File: config.mk
export PLATFORM = sky130hd
export DESIGN_NAME = vsidGen
export DESIGN_NICKNAME = d
export VERILOG_FILES = /design/src/rtl/vsidPkg.sv /design/src/rtl/vsidCtrl.sv /design/src/rtl/vsidDatapath.sv /design/src/rtl/vsidGen.sv
export SDC_FILE = /design/constraint.sdc
export NUM_CORES = 1
export LEC_CHECK = 0
export ABC_AREA = 1
export CAP_MARGIN = 15
export CORE_MARGIN = 1.5
export CORE_UTILIZATION = 35
export DETAILED_ROUTE_END_ITERATION = 10
export SYNTH_ARGS = -nofsm -noshare
export SYNTH_HDL_FRONTEND = slang
export SYNTH_HIERARCHICAL = 1
export SYNTH_SLANG_ARGS = --single-unit
File: constraint.sdc
create_clock -name clk -period 7 [get_ports clk]
set_input_delay 1.05 -clock clk [delete_from_list [all_inputs] [get_ports clk]]
set_output_delay 1.05 -clock clk [all_outputs]
set_load 0.1 [all_outputs]
File: src/rtl/vsidPkg.sv
package vsidPkg;
  localparam int VSID_W = 36;
  localparam int MULT_W = 28;
  localparam int PROD_W = VSID_W + MULT_W;
  localparam logic [MULT_W-1:0] VSID_MULT = 28'hFFFFFC7;
  localparam logic [VSID_W-1:0] VSID_MASK = {VSID_W{1'b1}};
  localparam int PIPE_DEPTH = 3;

  typedef struct packed {
    logic ld1;  // capture proto stage
    logic ld2;  // capture product stage
    logic ld3;  // capture reduced result
  } stageStrobe_t;
endpackage

File: src/rtl/vsidCtrl.sv
module vsidCtrl
  import vsidPkg::*;
(
  input  logic         clk,
  input  logic         rst,
  input  logic         reqValid,
  output stageStrobe_t strobe,
  output logic         rspValid
);
  logic [PIPE_DEPTH-1:0] vPipe;

  always_ff @(posedge clk) begin
    if (rst) vPipe <= '0;
    else     vPipe <= {vPipe[PIPE_DEPTH-2:0], reqValid};
  end

  always_comb begin
    strobe.ld1 = reqValid;
    strobe.ld2 = vPipe[0];
    strobe.ld3 = vPipe[1];
  end

  assign rspValid = vPipe[PIPE_DEPTH-1];


  reset_quiet_chk: assert property (@(posedge clk) rst |=> !rspValid);
endmodule

File: src/rtl/vsidDatapath.sv
module vsidDatapath
  import vsidPkg::*;
#(
  parameter int EA_W       = 64,
  parameter int CTX_W      = 20,
  parameter int SEG_SHIFT  = 28,
  parameter int USER_SEG_W = 15
) (
  input  logic              clk,
  input  logic              rst,
  input  stageStrobe_t      strobe,
  input  logic              reqKernel,
  input  logic [EA_W-1:0]   reqEa,
  input  logic [CTX_W-1:0]  reqCtx,
  output logic [VSID_W-1:0] rspVsid,
  output logic              rspErr
);
  localparam int SEG_W = EA_W - SEG_SHIFT;

  // stage 1: proto formation
  logic [SEG_W-1:0]  segNum;
  logic [VSID_W-1:0] protoNext;
  logic              errNext;
  logic [VSID_W-1:0] proto1;
  logic              err1, kern1;

  assign segNum = reqEa[EA_W-1:SEG_SHIFT];

  always_comb begin
    if (reqKernel) begin
      protoNext = VSID_W'(segNum);
      errNext   = (reqEa[EA_W-1 -: 2] != 2'b11) || (&segNum);
    end else begin
      protoNext = VSID_W'({reqCtx, segNum[USER_SEG_W-1:0]});
      errNext   = 1'b0;
    end
  end

  always_ff @(posedge clk) begin
    if (strobe.ld1) begin
      proto1 <= protoNext;
      err1   <= errNext;
      kern1  <= reqKernel;
    end
  end

  // stage 2: multiply
  logic [PROD_W-1:0] prod2;
  logic              err2;

  always_ff @(posedge clk) begin
    if (strobe.ld2) begin
      prod2 <= PROD_W'(proto1) * PROD_W'(VSID_MULT);
      err2  <= err1;
    end
  end

  // stage 3: end-around fold modulo 2^VSID_W - 1
  logic [VSID_W:0]   foldSum, foldInc;
  logic [VSID_W-1:0] vsidNext;

  always_comb begin
    foldSum  = (VSID_W+1)'(prod2[PROD_W-1:VSID_W]) + (VSID_W+1)'(prod2[VSID_W-1:0]);
    foldInc  = foldSum + 1'b1;
    vsidNext = foldSum[VSID_W-1:0] + VSID_W'(foldInc[VSID_W]);
  end

  always_ff @(posedge clk) begin
    if (strobe.ld3) begin
      rspVsid <= vsidNext;
      rspErr  <= err2;
    end
  end


  user_no_err_chk: assert property (@(posedge clk) disable iff (rst)
    strobe.ld2 && !kern1 |-> !err1 && !proto1[VSID_W-1]);


  kernel_prefix_chk: assert property (@(posedge clk) disable iff (rst)
    strobe.ld2 && kern1 && !err1 |-> proto1[VSID_W-1 -: 2] == 2'b11);


  zero_maps_zero_chk: assert property (@(posedge clk) disable iff (rst)
    strobe.ld3 && prod2 == '0 |=> rspVsid == '0);


  nonzero_maps_nonzero_chk: assert property (@(posedge clk) disable iff (rst)
    strobe.ld3 && !err2 && prod2 != '0 |=> rspVsid != '0);


  no_reserved_vsid_chk: assert property (@(posedge clk) disable iff (rst)
    strobe.ld3 && !err2 |=> rspVsid != VSID_MASK);
endmodule

File: src/rtl/vsidGen.sv
module vsidGen
  import vsidPkg::*;
#(
  parameter int EA_W       = 64,
  parameter int CTX_W      = 20,
  parameter int SEG_SHIFT  = 28,
  parameter int USER_SEG_W = 15
) (
  input  logic              clk,
  input  logic              rst,
  input  logic              reqValid,
  input  logic              reqKernel,
  input  logic [EA_W-1:0]   reqEa,
  input  logic [CTX_W-1:0]  reqCtx,
  output logic              rspValid,
  output logic [VSID_W-1:0] rspVsid,
  output logic              rspErr
);
  stageStrobe_t strobe;

  vsidCtrl uCtrl (
    .clk      (clk),
    .rst      (rst),
    .reqValid (reqValid),
    .strobe   (strobe),
    .rspValid (rspValid)
  );

  vsidDatapath #(
    .EA_W       (EA_W),
    .CTX_W      (CTX_W),
    .SEG_SHIFT  (SEG_SHIFT),
    .USER_SEG_W (USER_SEG_W)
  ) uDp (
    .clk       (clk),
    .rst       (rst),
    .strobe    (strobe),
    .reqKernel (reqKernel),
    .reqEa     (reqEa),
    .reqCtx    (reqCtx),
    .rspVsid   (rspVsid),
    .rspErr    (rspErr)
  );
endmodule

After elaboration in Yosys (flattened, before gate mapping):

Cells that the tools add are included.

* bits in registers: 142
* input bits: 88
* logic and storage cells: 16
* output and inout port bits: 38

* add/subtract/negate cells: 3
* eq/ne operators: 1
* $mul: 1
* reductions and logical operators: 2
* mux-type cells: 1

Operators with widths (number)
* multiplier 36 x 28 -> 64 bit (second input constant): 1
* adder 28 x 36 -> 37 bit: 1
* adder 37 x 1 -> 37 bit (second input constant): 1
* adder 36 x 1 -> 36 bit: 1
* AND reduction 36 bit: 1
* two-way mux 35 bit: 1
* inequality test 2 bit (second input constant): 1
* logical OR 1 bit: 1

Depth between registers and ports, before layout:

* depth after elaboration: 3
* depth in mapped cells: 35
* mapped depth without buffers: 35

Cells and area by module:

The synthesis kept the hierarchy.

Modules (own cells, without submodules)
* vsidDatapath: area an instance 27500.1 um^2, sequential area each 4174.0 um^2, cells each 3160, instances 1
* vsidCtrl: area an instance 90.1 um^2, sequential area each 60.1 um^2, cells each 10, instances 1

Worst setup path after synthesis:

Ideal clock, no wire load.

* path kind: reg2reg
* start: register uDp.proto1[18]
* end: register uDp.prod2[56], data pin
* path slack: 0.692 ns
* stages on the path, launching flop included: 25
* data required time: 6.735 ns
* path buffers: 0
* clock period less this slack: 6.308 ns
* arrival time: 6.043 ns
* library setup time: 0.265 ns
* cell sequence: edfxtp_1 fa_1 inv_1 fa_1 inv_1 fa_1 inv_1 fa_1 inv_1 fa_1 fa_1 inv_1 fa_1 inv_1 ha_1 nand2_1 inv_1 a21oi_1 nand2_1 o21bai_1 a21oi_1 nor2_1 nor2_1 o21ai_0 xor2_1

* word-level cells in the longest chain between the ends: 1

Ends and longest elaborated chain
* start, declared: RTL line vsidDatapath.sv:24 `logic [VSID_W-1:0] proto1;`
* start signal, assigned: RTL line vsidDatapath.sv:41 `proto1 <= protoNext;`
* multiplier 36 x 28 -> 64 bit: RTL line vsidDatapath.sv:53 `prod2 <= PROD_W'(proto1) * PROD_W'(VSID_MULT);`
* end signal, assigned: RTL line vsidDatapath.sv:53
* end, declared: RTL line vsidDatapath.sv:48 `logic [PROD_W-1:0] prod2;`

Every way passes these cells.
A chain may end at the register's enable or synchronous reset.

Worst setup path in the final report:

* start: register uDp.proto1[11]
* end: register uDp.prod2[38], data pin

Same word-level chain as after synthesis.

==> flow_summary.yaml <==
clocking:
  clkSlewWorstSetupHoldPaths_ns: 0.07
  clock_path_buffers: 2
  cts_buffers: 17
  htree_levels: 4
  ctsHoldBuffers: 0
  clock_latency_ns: 0.49
  clock_tree.root_cell: "clkbuf_16"
  cts_tree: "done"
  cts_num_sinks: 142
global_route:
  grt_pass1_wl_um: 124000
  grt_max_degree: 67
  grt_pass1_vias: 22100
  overflow: 0
  grt.total_usage_pct: 20.2
  antenna_found_initial: 0
drt:
  ant_nets: 0
  routedWlPerCell_um: 17.4
  vias: 20600
  drt_first_iter_violations: 1097
  drc: 0
  routed_wl_um: 78000
  drtPass1Iterations: 5
  via_per_inst: 4.60
flow_run:
  maxCapViolations: 0
floorplanning:
  pin_count: 126
  dieWidth_um: 284
  placementRows: 102
  dieArea_mm2: 0.0805
  start_util_pct: 35.5
  core-area_mm2: 0.0777
  die_y_um: 284
placed_design:
  dp_cells: 4426
  postPlaceCellArea_mm2: 0.0308
  port_buffers: 97
  dp_hpwl_um: 70900
  place_congestion: 0.938
critical_path:
  path_delay_family: "adder cells"
  cpMaxStageDelayCell: "fa_1"
  crit_chain: "clkinvlp_4 -> fa_2 -> buf_4 -> fa_1 -> inv_1 -> ha_1 -> xnor2_1 -> fa_1 -> fa_1 -> fa_1 -> inv_1 -> fa_1 -> inv_1 -> ha_1 -> a21oi_1 -> o21ai_1 -> a21oi_1 -> o21ai_0 -> buf_4 -> a21oi_1 -> nor2_1 -> nor2_1 -> xnor2_1 -> buf_4"
  end_kind: "flop"
  crit_type: "flop to flop"
  critPathLaunchType: "flop"
  worstPathRequired_ns: 7.23
  path_buf_inv: 7
  cpMostUsedCell: "fa_1"
  path_max_fanout: 4
  max_stage_delay_ns: 0.57
  crit_arrival_ns: 7.05
sta:
  min_period_over_period_pct: 97.5
  grt_setup_unrepaired: "yes"
  drv_slew: 0
  tns_ns: 0
  finalClockSkew_ns: 0.0216
  post-route-min-period_ns: 6.82
  max_freq_ghz: 0.147
  hold_viol_final: 0
  worst_pin_slew_ns: 1.09
  relSlewSlack_pct: 26.6
  setup_violations: 0
synthesis:
  synth.top_cells.by_count: "971 x inv_1, 527 x nand2_1, 487 x fa_1"
  synth_most_common_cell: "inv_1"
  yosysSeqAreaShare_pct: 15.3
  ys.flop_type: "edfxtp_1"
  yosys-top-cells-area: "fa_1 35%, edfxtp_1 15%, ha_1 14%"
  synth_top_area_share_pct: 35.3
  synth_top_area_cell: "fa_1"
  synth-async-reset-ratio_pct: 0
  synth_edf_count: 139
  ys_ff_latch: 142
  netlist_area_mm2: 0.0276
  ys_warn_count: 6
  syn_nets: 4045
  yosysUniqueCellTypes: 42
  synth.avg_cell_area_um2: 8.70
  netlist_instances: 3170
hold_path:
  hold_path_class: "flop to flop"
layout:
  syn2layout_area_growth_pct: 15.1
  stdcell_count: 4479
  fin_nets: 4300
  register_area_mm2: 0.00424
  finalInstanceArea_mm2: 0.0317
  drive_above_1_share_pct: 8.23
  nFillCells: 7805
  multi_input_area_mm2: 0.0199
status:
  outcome: "finished, final reports clean"
## cells by family (layout without fill, tap and decap cells)
logic type,count (synthesis),after routing,synth area share (%)
AOI/OAI and AO/OA,221,221,4.52
xor gates and xnor gates,110,110,3.49
adders and majority gates,787,787,48.9
buffers and inverters,980,1248,13.3
DFF,142,142,15.3
other,0,1,0
and+or+nand+nor,930,930,14.4
## final timing paths
| check | startpoint | to | slack [ns] | cells after the start |
|---|---|---|---|---|
| worst min-delay path | uDp/err2$_DFFE_PP_ | uDp/rspErr$_DFFE_PP_ | 0.42 | 0 |
| worst max register to register | uDp/proto1[11]$_DFFE_PP_ | uDp/prod2[38]$_DFFE_PP_ | 0.18 | 24 |
| worst max-delay path | uDp/proto1[11]$_DFFE_PP_ | uDp/prod2[38]$_DFFE_PP_ | 0.18 | 24 |
| worst min register to register | uDp/err2$_DFFE_PP_ | uDp/rspErr$_DFFE_PP_ | 0.42 | 0 |
## worst reg2reg max path: cells and delay by family (launching register included)
kind                       cells  cell delay (ns)
AOI/OAI and AO/OA              5             0.90
buffers and inverters          7             0.87
xor gates and xnor gates       2             0.33
and+or+nand+nor                2             0.18
DFF                            1             0.40
adders and majority gates      8             3.88
## sequential cells by signal, indices dropped and copies added (netlist names)
| signal | cells |
|---|---|
| uDp/rspErr | 1 |
| uDp/proto1 | 36 |
| uCtrl/vPipe | 3 |
| uDp/rspVsid | 36 |
| uDp/prod2 | 64 |
| uDp/err2 | 1 |
| uDp/err1 | 1 |
## what timing repair did
item | CTS | global route
buffers inserted | 0 | 20
endpoints found under the setup margin | 0 | 36
resized for setup | 0 | 74
## layout by cell type, fill, tap and decap left out, types with 18 or more instances in the layout
master / count
a21oi_1: 102
buf_4: 144
clkdlybuf4s50_1: 96
edfxtp_1: 139
fa_1: 477
ha_1: 295
inv_1: 964
nand2_1: 527
nand3_1: 84
nand4_1: 43
nor2_1: 183
nor2_2: 18
nor3_1: 20
o21ai_0: 37
xnor2_1: 47
xor2_1: 58
## routing by layer
metal	share of wire (%)	GRT usage (%)	up-vias	wire, µm
met1	46	27.0	10100	35900
met2	48	34.9	417	37700
li1	-	-	10000	-
met4	1.6	4.37	0	1270
met5	0	0	-	0
met3	4.0	2.68	60	3150
## metrics by stage
stage / setup WS (ns) / utilization (%) / hold WS [ns]
finish: 0.176 / 40.8 / 0.420
global route: -0.0283 / 40.8 / 0.435
CTS: 0.0552 / 40.4 / 0.422
detailed placement: 0.103 / 39.6 / 0.405
global placement: 0.0862 / 39.6 / 0.406
floorplan: 0.692 / - / 0.400
## layout make-up
| class | instances | share of cell area, % |
|---|---|---|
| inverter | 975 | 11.5 |
| timing repair buffer | 241 | 6.45 |
| clock buffer | 17 | 1.34 |
| clock inverter | 15 | 0.528 |
| multi-input combinational | 2048 | 62.7 |
| antenna | 1 | 0.00788 |
| tap | 1040 | 4.10 |
| sequential | 142 | 13.3 |
Power is left out: the tool's default activity adds up to more than one toggle a clock period on the data nets, which glitch-free logic cannot reach.
